**src/rtl/opdec_pkg.sv**
```systemverilog
package opdec_pkg;
  parameter int unsigned CYCW = 5;
  parameter int unsigned FLDW = 3;

  typedef enum logic [4:0] {
    CL_NONE   = 5'd0,  CL_NOP   = 5'd1,  CL_MISC  = 5'd2,  CL_LDRR  = 5'd3,
    CL_HALT   = 5'd4,  CL_ALUR  = 5'd5,  CL_ALUI  = 5'd6,  CL_JR    = 5'd7,
    CL_JP     = 5'd8,  CL_JPHL  = 5'd9,  CL_CALL  = 5'd10, CL_RET   = 5'd11,
    CL_RETI   = 5'd12, CL_RST   = 5'd13, CL_PUSH  = 5'd14, CL_POP   = 5'd15,
    CL_LDHST  = 5'd16, CL_LDHLD = 5'd17, CL_PREFIX= 5'd18, CL_DI    = 5'd19,
    CL_EI     = 5'd20
  } cls_e;

  typedef struct packed {
    cls_e            cls;
    logic [FLDW-1:0] src;
    logic [FLDW-1:0] dst;
    logic [FLDW-1:0] alu;
    logic            cond_used;
    logic [CYCW-1:0] cyc_t;
    logic [CYCW-1:0] cyc_n;
    logic            hp_c;
    logic            prefix;
    logic            ime_set;
    logic            ime_clr;
    logic            illegal;
  } dec_t;
endpackage

```
**src/rtl/opdec_cond.sv**
```systemverilog
module opdec_cond (
  input  logic       zf_i,
  input  logic       cf_i,
  input  logic [1:0] sel_i,
  output logic       hold_o
);
  logic [3:0] hit;
  // lane i: bit1 picks flag (0=zero,1=carry), bit0 picks wanted level
  for (genvar i = 0; i < 4; i++) begin : g_lane
    assign hit[i] = (((i / 2) == 1) ? cf_i : zf_i) == ((i % 2) == 1);
  end
  assign hold_o = hit[sel_i];
endmodule

```
**src/rtl/opdec_lo.sv**
```systemverilog
module opdec_lo
  import opdec_pkg::*;
(
  input  logic [7:0] op_i,
  output dec_t       d_o
);
  logic [2:0] a, b;
  assign a = op_i[5:3];
  assign b = op_i[2:0];

  always_comb begin
    d_o     = '0;
    d_o.cls = CL_NONE;
    unique case (op_i[7:6])
      2'b00: begin
        d_o.cls = CL_MISC;
        unique case (b)
          3'd0: begin
            unique case (a)
              3'd0: begin d_o.cls = CL_NOP; d_o.cyc_t = CYCW'(4); end
              3'd1: d_o.cyc_t = CYCW'(20);
              3'd2: d_o.cyc_t = CYCW'(4);
              3'd3: begin d_o.cls = CL_JR; d_o.cyc_t = CYCW'(12); end
              default: begin
                d_o.cls       = CL_JR;
                d_o.cond_used = 1'b1;
                d_o.cyc_t     = CYCW'(12);
                d_o.cyc_n     = CYCW'(8);
              end
            endcase
          end
          3'd1:        d_o.cyc_t = a[0] ? CYCW'(8) : CYCW'(12);
          3'd2, 3'd3:  d_o.cyc_t = CYCW'(8);
          3'd4, 3'd5:  d_o.cyc_t = (a == 3'd6) ? CYCW'(12) : CYCW'(4);
          3'd6:        d_o.cyc_t = (a == 3'd6) ? CYCW'(12) : CYCW'(8);
          default:     d_o.cyc_t = CYCW'(4);
        endcase
      end
      2'b01: begin
        if (a == 3'd6 && b == 3'd6) begin
          d_o.cls   = CL_HALT;
          d_o.cyc_t = CYCW'(4);
        end else begin
          d_o.cls   = CL_LDRR;
          d_o.dst   = a;
          d_o.src   = b;
          d_o.cyc_t = (a == 3'd6 || b == 3'd6) ? CYCW'(8) : CYCW'(4);
        end
      end
      2'b10: begin
        d_o.cls   = CL_ALUR;
        d_o.alu   = a;
        d_o.src   = b;
        d_o.dst   = 3'd7;
        d_o.cyc_t = (b == 3'd6) ? CYCW'(8) : CYCW'(4);
      end
      default: d_o.cls = CL_NONE;
    endcase
    if (!d_o.cond_used) d_o.cyc_n = d_o.cyc_t;
  end
endmodule

```
**src/rtl/opdec_hi.sv**
```systemverilog
module opdec_hi
  import opdec_pkg::*;
(
  input  logic [5:0] op_i,
  output dec_t       d_o
);
  logic [2:0] a, b;
  assign a = op_i[5:3];
  assign b = op_i[2:0];

  always_comb begin
    d_o     = '0;
    d_o.cls = CL_NONE;
    unique case (b)
      3'd0: begin
        if (!a[2]) begin
          d_o.cls = CL_RET; d_o.cond_used = 1'b1;
          d_o.cyc_t = CYCW'(20); d_o.cyc_n = CYCW'(8);
        end else begin
          unique case (a[1:0])
            2'd0: begin d_o.cls = CL_LDHST; d_o.cyc_t = CYCW'(12); end
            2'd1: begin d_o.cls = CL_MISC;  d_o.cyc_t = CYCW'(16); end
            2'd2: begin d_o.cls = CL_LDHLD; d_o.cyc_t = CYCW'(12); end
            default: begin d_o.cls = CL_MISC; d_o.cyc_t = CYCW'(12); end
          endcase
        end
      end
      3'd1: begin
        if (!a[0]) begin
          d_o.cls = CL_POP; d_o.dst = {1'b0, a[2:1]}; d_o.cyc_t = CYCW'(12);
        end else begin
          unique case (a[2:1])
            2'd0: begin d_o.cls = CL_RET;  d_o.cyc_t = CYCW'(16); end
            2'd1: begin d_o.cls = CL_RETI; d_o.cyc_t = CYCW'(16); d_o.ime_set = 1'b1; end
            2'd2: begin d_o.cls = CL_JPHL; d_o.cyc_t = CYCW'(4); end
            default: begin d_o.cls = CL_MISC; d_o.cyc_t = CYCW'(8); end
          endcase
        end
      end
      3'd2: begin
        if (!a[2]) begin
          d_o.cls = CL_JP; d_o.cond_used = 1'b1;
          d_o.cyc_t = CYCW'(16); d_o.cyc_n = CYCW'(12);
        end else begin
          unique case (a[1:0])
            2'd0: begin d_o.cls = CL_LDHST; d_o.cyc_t = CYCW'(8); d_o.hp_c = 1'b1; end
            2'd2: begin d_o.cls = CL_LDHLD; d_o.cyc_t = CYCW'(8); d_o.hp_c = 1'b1; end
            default: begin d_o.cls = CL_MISC; d_o.cyc_t = CYCW'(16); end
          endcase
        end
      end
      3'd3: begin
        unique case (a)
          3'd0: begin d_o.cls = CL_JP;     d_o.cyc_t = CYCW'(16); end
          3'd1: begin d_o.cls = CL_PREFIX; d_o.cyc_t = CYCW'(4); d_o.prefix = 1'b1; end
          3'd6: begin d_o.cls = CL_DI;     d_o.cyc_t = CYCW'(4); d_o.ime_clr = 1'b1; end
          3'd7: begin d_o.cls = CL_EI;     d_o.cyc_t = CYCW'(4); d_o.ime_set = 1'b1; end
          default: d_o.illegal = 1'b1;
        endcase
      end
      3'd4: begin
        if (!a[2]) begin
          d_o.cls = CL_CALL; d_o.cond_used = 1'b1;
          d_o.cyc_t = CYCW'(24); d_o.cyc_n = CYCW'(12);
        end else begin
          d_o.illegal = 1'b1;
        end
      end
      3'd5: begin
        if (!a[0]) begin
          d_o.cls = CL_PUSH; d_o.src = {1'b0, a[2:1]}; d_o.cyc_t = CYCW'(16);
        end else if (a == 3'd1) begin
          d_o.cls = CL_CALL; d_o.cyc_t = CYCW'(24);
        end else begin
          d_o.illegal = 1'b1;
        end
      end
      3'd6: begin
        d_o.cls = CL_ALUI; d_o.alu = a; d_o.dst = 3'd7; d_o.cyc_t = CYCW'(8);
      end
      default: begin
        d_o.cls = CL_RST; d_o.cyc_t = CYCW'(16);
      end
    endcase
    if (!d_o.cond_used) d_o.cyc_n = d_o.cyc_t;
  end
endmodule

```
**src/rtl/opdec_core.sv**
```systemverilog
module opdec_core
  import opdec_pkg::*;
#(
  parameter int unsigned VECW = 8
) (
  input  logic [7:0]      opcode_i,
  input  logic            zf_i,
  input  logic            cf_i,
  output logic [4:0]      class_o,
  output logic [2:0]      src_o,
  output logic [2:0]      dst_o,
  output logic [2:0]      alu_op_o,
  output logic [1:0]      cond_o,
  output logic            cond_used_o,
  output logic            taken_o,
  output logic [CYCW-1:0] cyc_taken_o,
  output logic [CYCW-1:0] cyc_skip_o,
  output logic [CYCW-1:0] cyc_o,
  output logic [VECW-1:0] rst_vec_o,
  output logic            hp_c_o,
  output logic            prefix_o,
  output logic            ime_set_o,
  output logic            ime_clr_o,
  output logic            illegal_o
);
  localparam int unsigned VSH = 3;

  dec_t d_lo, d_hi, d;
  logic hold;

  opdec_lo u_lo (.op_i(opcode_i), .d_o(d_lo));
  opdec_hi u_hi (.op_i(opcode_i[5:0]), .d_o(d_hi));
  opdec_cond u_cond (.zf_i(zf_i), .cf_i(cf_i), .sel_i(opcode_i[4:3]), .hold_o(hold));

  assign d = (opcode_i[7:6] == 2'b11) ? d_hi : d_lo;

  assign class_o     = d.cls;
  assign src_o       = d.src;
  assign dst_o       = d.dst;
  assign alu_op_o    = d.alu;
  assign cond_used_o = d.cond_used;
  assign cond_o      = d.cond_used ? opcode_i[4:3] : 2'b00;
  assign taken_o     = d.cond_used & hold;
  assign cyc_taken_o = d.cyc_t;
  assign cyc_skip_o  = d.cyc_n;
  assign cyc_o       = (d.cond_used && !hold) ? d.cyc_n : d.cyc_t;
  assign rst_vec_o   = (d.cls == CL_RST) ? (VECW'(opcode_i[5:3]) << VSH) : '0;
  assign hp_c_o      = d.hp_c;
  assign prefix_o    = d.prefix;
  assign ime_set_o   = d.ime_set;
  assign ime_clr_o   = d.ime_clr;
  assign illegal_o   = d.illegal;
endmodule

```
**config.mk**
```make
export PLATFORM = sky130hd
export DESIGN_NAME = opdec_core
export DESIGN_NICKNAME = d
export VERILOG_FILES = /design/src/rtl/opdec_pkg.sv /design/src/rtl/opdec_cond.sv /design/src/rtl/opdec_lo.sv /design/src/rtl/opdec_hi.sv /design/src/rtl/opdec_core.sv
export SDC_FILE = /design/constraint.sdc
export NUM_CORES = 1
export LEC_CHECK = 0
export ABC_AREA = 1
export CAP_MARGIN = 10
export CELL_PAD_IN_SITES_DETAIL_PLACEMENT = 0
export CELL_PAD_IN_SITES_GLOBAL_PLACEMENT = 1
export CORE_ASPECT_RATIO = 0.75
export CORE_MARGIN = 10
export CORE_UTILIZATION = 28
export DETAILED_ROUTE_END_ITERATION = 8
export PLACE_DENSITY = 0.92
export SYNTH_ARGS = -nofsm -noshare
export SYNTH_HDL_FRONTEND = slang
export SYNTH_SLANG_ARGS = --single-unit
```
**constraint.sdc**
```tcl
create_clock -name vclk -period 1.7
set_clock_uncertainty 0.1 [all_clocks]
set_input_delay 0.17 -clock vclk [all_inputs]
set_output_delay 0.17 -clock vclk [all_outputs]
set_load 0.05 [all_outputs]
```
After elaboration in Yosys (flattened, before gate mapping)
Index checks and enable logic that the tools add are counted.
- register bits: 0
- input port bits: 10
- output and inout port bits: 46
- equal/unequal tests: 19
- muxes and demuxes: 76
- reductions and logical operators: 19
- magnitude comparators: 1
- bitwise gates (word level): 3
- operator list (kind ; count):
    $mux W5 ; 14
    $pmux W5 S7 ; 2
    $mux W4 ; 12
    $pmux W5 S3 ; 3
    $pmux W5 S2 ; 4
    $mux W30 ; 1
    $pmux W5 S5 ; 1
    $pmux W5 S4 ; 1
    $mux W1 ; 19
    $mux W3 ; 6
    $eq A3 B3 Y1 const B ; 5
    $reduce_or A2 Y1 ; 7
    $eq A3 B2 Y1 const B ; 4
    $mux W6 ; 2
    $pmux W3 S2 ; 2
    $pmux W4 S3 ; 1
    $pmux W6 S2 ; 1
    $mux W11 ; 1
    $eq A2 B2 Y1 const B ; 4
    $reduce_or A4 Y1 ; 2
    $eq A2 B1 Y1 const B ; 3
    $eq A3 B1 Y1 const B ; 2
    $logic_not A2 Y1 ; 3
    $logic_not A3 Y1 ; 2
    other kinds (12) ; 16

Longest topological paths before layout
- word-level depth: 9
- gate-level depth with buffers: 15

Modules after synthesis
From an unflattened synthesis, not the netlist that was laid out.
- cell total of the unflattened synthesis: 339
- area total of the unflattened synthesis: 1914.3 um2
- by module, submodules not included (module ; cells an instance ; seq. area each (um2) ; instances ; area an instance (um2)):
    opdec_core ; 112 ; 0.0 ; 1 ; 723.2
    opdec_hi ; 124 ; 0.0 ; 1 ; 633.1
    opdec_lo ; 90 ; 0.0 ; 1 ; 509.2
    opdec_cond ; 13 ; 0.0 ; 1 ; 48.8

Worst setup path after synthesis
No wires, ideal clock.
- path kind: input port to output port
- from: input port opcode_i[0]
- to: output port rst_vec_o[3]
- arrival: 3.113 ns
- cell stages on the path: 12
- slack: -1.683 ns
- cell sequence: buf_4 inv_1 nand3_1 inv_1 ha_1 nor2_1 nor2_1 o21ai_0 nor2_1 nor2_1 nand3_1 nor3_1
- cells in the longest elaborated chain, start to end: 7
- elaborated cells on any way between the ends: 15
- those cells by class: eq/ne (7); mux (6); reduce/logical (2)
- ends and longest elaborated chain (element ; RTL line ; source):
    start, declared ; opdec_core.sv:6 ; input logic [7:0] opcode_i,
    $eq A3 B3 Y1 ; opdec_lo.sv:40, opdec_hi.sv:14 ;
    $logic_and A1 B1 Y1 ; opdec_lo.sv:40 ; if (a == 3'd6 && b == 3'd6) begin
    $mux W3 ; opdec_lo.sv:40 ;
    $pmux W5 S3 ; opdec_lo.sv:14 ; unique case (op_i[7:6])
    $mux W30 * ; opdec_core.sv:35 ; assign d = (opcode_i[7:6] == 2'b11) ? d_hi : d_lo;
    net class_o[0] ; opdec_core.sv:9 ; output logic [4:0] class_o,
    $eq A5 B4 Y1 * ; opdec_core.sv:47 ; assign rst_vec_o = (d.cls == CL_RST) ? (VECW'(opcode_i[5:3]) << VSH) : '0;
    $mux W6 * ; opdec_core.sv:47 ;
    end, declared ; opdec_core.sv:19 ; output logic [VECW-1:0] rst_vec_o,
The timed path passes the listed nets; every way through them passes the cells marked *.

Worst setup path in the final report
- from: input port opcode_i[2]
- to: output port cyc_o[2]
- cells in the longest elaborated chain, start to end: 8
- elaborated cells on any way between the ends: 29
- those cells by class: eq/ne (6); mux (16); reduce/logical (7)
- ends and longest elaborated chain (element ; RTL line ; source):
    parallel branches: the longest is 6 deep, another holds $pmux W5 S5 ; - ;
    $mux W30 * ; opdec_core.sv:35 ;
    $mux W5 * ; opdec_core.sv:46 ; assign cyc_o = (d.cond_used && !hold) ? d.cyc_n : d.cyc_t;
    end, declared ; opdec_core.sv:18 ; output logic [CYCW-1:0] cyc_o,
Every way passes the cells marked *.

==> summary.md <==
| Metric | Value |
|---|---|
| Status | finished, violations left |
| Failing checks | negative setup slack |
| HP Class | input pin to output port |
| First-pass GRT wire length | 11600 um |
| Die width | 99.1 um |
| Synth Area per Inst | 5.07 um^2 |
| Fin. max-slew vios | 0 |
| Min-Delay Startpoint | opcode_i[2] |
| Cell area after synthesis | 1310 um^2 |
| Final hold slack | 799 ps |
| Commonest non-fill, non-tap cell in the layout | buf_4 |
| Hpwl dp | 5040 um |
| Total Wirelength | 7900 um |
| Most frequent cells in the layout | buf_4 (75), nand2_1 (51), buf_12 (30), nand2_2 (25), buf_6 (25) |
| Multi-input gate area in the final layout | 1670 um^2 |
| Static Leak | 1.71 nW |
| Final setup margin | -207 ps |
| Register area | 0 um^2 |
| Total GRT Usage | 0.172 |
| Hold Crit Endpoint | src_o[0] |
| Filler cells | 274 |
| Layout area overhead | 171% |
| GRT overflow | 0 |
| Max Cap Viol | 0 |
| Initial Util | 0.292 |
| I/O pins | 56 |
| Hold-fix buffers, CTS | 0 |
| Pre-antenna DRT Iters | 7 |
| Fmax | 524 MHz |
| ANT cells | 0 |
| Net count of the finished layout | 412 |
| Final worst path period share | 1.12 |
| CP Class | input pin to output port |
| Die area | 7850 um^2 |
| Final Setup Violations | 23 |
| Rows | 21 |
| Worst vdd ir | 269 uV |
| CP required | 1430 ps |
| WHS Path Cells | 5 |
| Startpoint types | input pin |
| Initial antenna violation count | 0 |
| Pre-CTS setup slack | -652 ps |
| CP Max Fanout | 5 |
| Min Tclk post-route | 1910 ps |
| CP endpoint kind | output port |
| Top-area cell type share of the netlist area | 0.232 |
| DR iter-0 viols | 224 |
| Sequential-to-total area share from yosys stat | 0 |
| # clk buffers | 0 |
| GP Congestion | 1.06 |
| Synth warn | 0 |
| Die height | 79.3 um |
| Routed length per placed instance | 17.7 um |
| Cell variety after synth | 32 |
| Post-route ant nets | 0 |
| Vias in the first global route | 2321 |
| Synth top area cells | nand2_1 (23%), nor2_1 (11%), ha_1 (9.5%) |
| Power per cell area | 344 nW/um^2 |
| Post-synth top area cell | nand2_1 |
| Cells after Synth | 259 |
| Seq cells | 0 |
| Worst EP arrival | 1640 ps |
| Share of cells above drive strength 1 | 0.674 |
| # DRC | 0 |
| Vias per inst | 5.27 |
| Largest net degree at the start of global routing | 12 |
| Via count | 2356 |
| RSZ-0062 raised after global routing | yes |
| Number of buffers added on ports | 45 |
| Hold Fails Final Rpt | 0 |
| Core area | 4490 um^2 |
## metal layers
layer	GRT usage	vias to the layer above	part of all wire
li1	-	1062	-
met3	0.0285	41	0.10
met5	0	-	0
met4	0.0514	0	0.042
met2	0.307	172	0.48
met1	0.204	1081	0.38
## Yosys cell counts (2+ instances only)
library cell and count:
nand3_2 2, o211ai_1 4, buf_2 3, ha_1 10, nor2_4 3, nor2_1 37
inv_1 30, nor2_2 2, nand2_2 5, buf_4 13, nand2_1 81, o21ai_0 8
nor3_1 7, inv_2 3, nand3_1 24, buf_6 3, a21oi_1 9
## cell families (layout without fill, tap and decap cells)
kind of cell / count (synthesis) / after routing / share of synthesized area
xor gates and xnor gates: 1 / 1 / 0.00667
buffers and inverters: 55 / 176 / 0.218
other: 1 / 11 / 0.00286
and+or+nand+nor: 163 / 163 / 0.541
AOI/OAI and AO/OA: 29 / 29 / 0.136
adders and majority gates: 10 / 10 / 0.0953
## area by class of cell
type	count	share of cell area
multi-input combinational	214	0.470
timing repair buffer	142	0.464
inverter	34	0.0457
tap	57	0.0200
## power by group
group	leakage [nW]	switching [mW]	internal, mW
clock	0	0	0
combinational	1.71	0.689	0.534
sequential	0	0	0
## how the worst max path moves through the flow
stage	depth (start not counted)	slack, ps	endpoint	from
after floorplan	12	-440	rst_vec_o[3]	opcode_i[0]
after global placement	10	-630	rst_vec_o[3]	opcode_i[6]
after detailed placement	12	-650	cyc_o[2]	opcode_i[2]
after CTS	13	-220	rst_vec_o[3]	opcode_i[0]
after global routing	12	-270	rst_vec_o[5]	opcode_i[1]
final	11	-210	cyc_o[2]	opcode_i[2]
## worst max-delay path: stages
cell and delay [ps]:
buf_4 160, buf_4 170, nand2_1 110, inv_2 80, o21ai_0 360, nand2_2 130, nand2_2 100, nand2_4 60
nand2_2 80, nand2_4 50, buf_12 140
## per-stage QoR
stage                      util  std cells  setup TNS [ps]  instance area, um^2  power (mW)
after CTS                 0.742        442           -1570                 3330        1.13
after global routing      0.792        447           -4160                 3560        1.28
after floorplan               -        269           -2170                 1610       0.563
after detailed placement  0.612        420          -17180                 2750       0.970
final                     0.792        447           -2480                 3560        1.22
after global placement    0.612        420          -16000                 2750       0.957
## repair_timing
action | CTS | global route
hold endpoints to repair | 0 | 0
cloned | 2 | 0
setup endpoints to repair | 35 | 29
pin swaps | 51 | 35
resized for setup | 146 | 50
setup buffers | 22 | 6
Note: power is estimated with default switching activity, not from simulation.
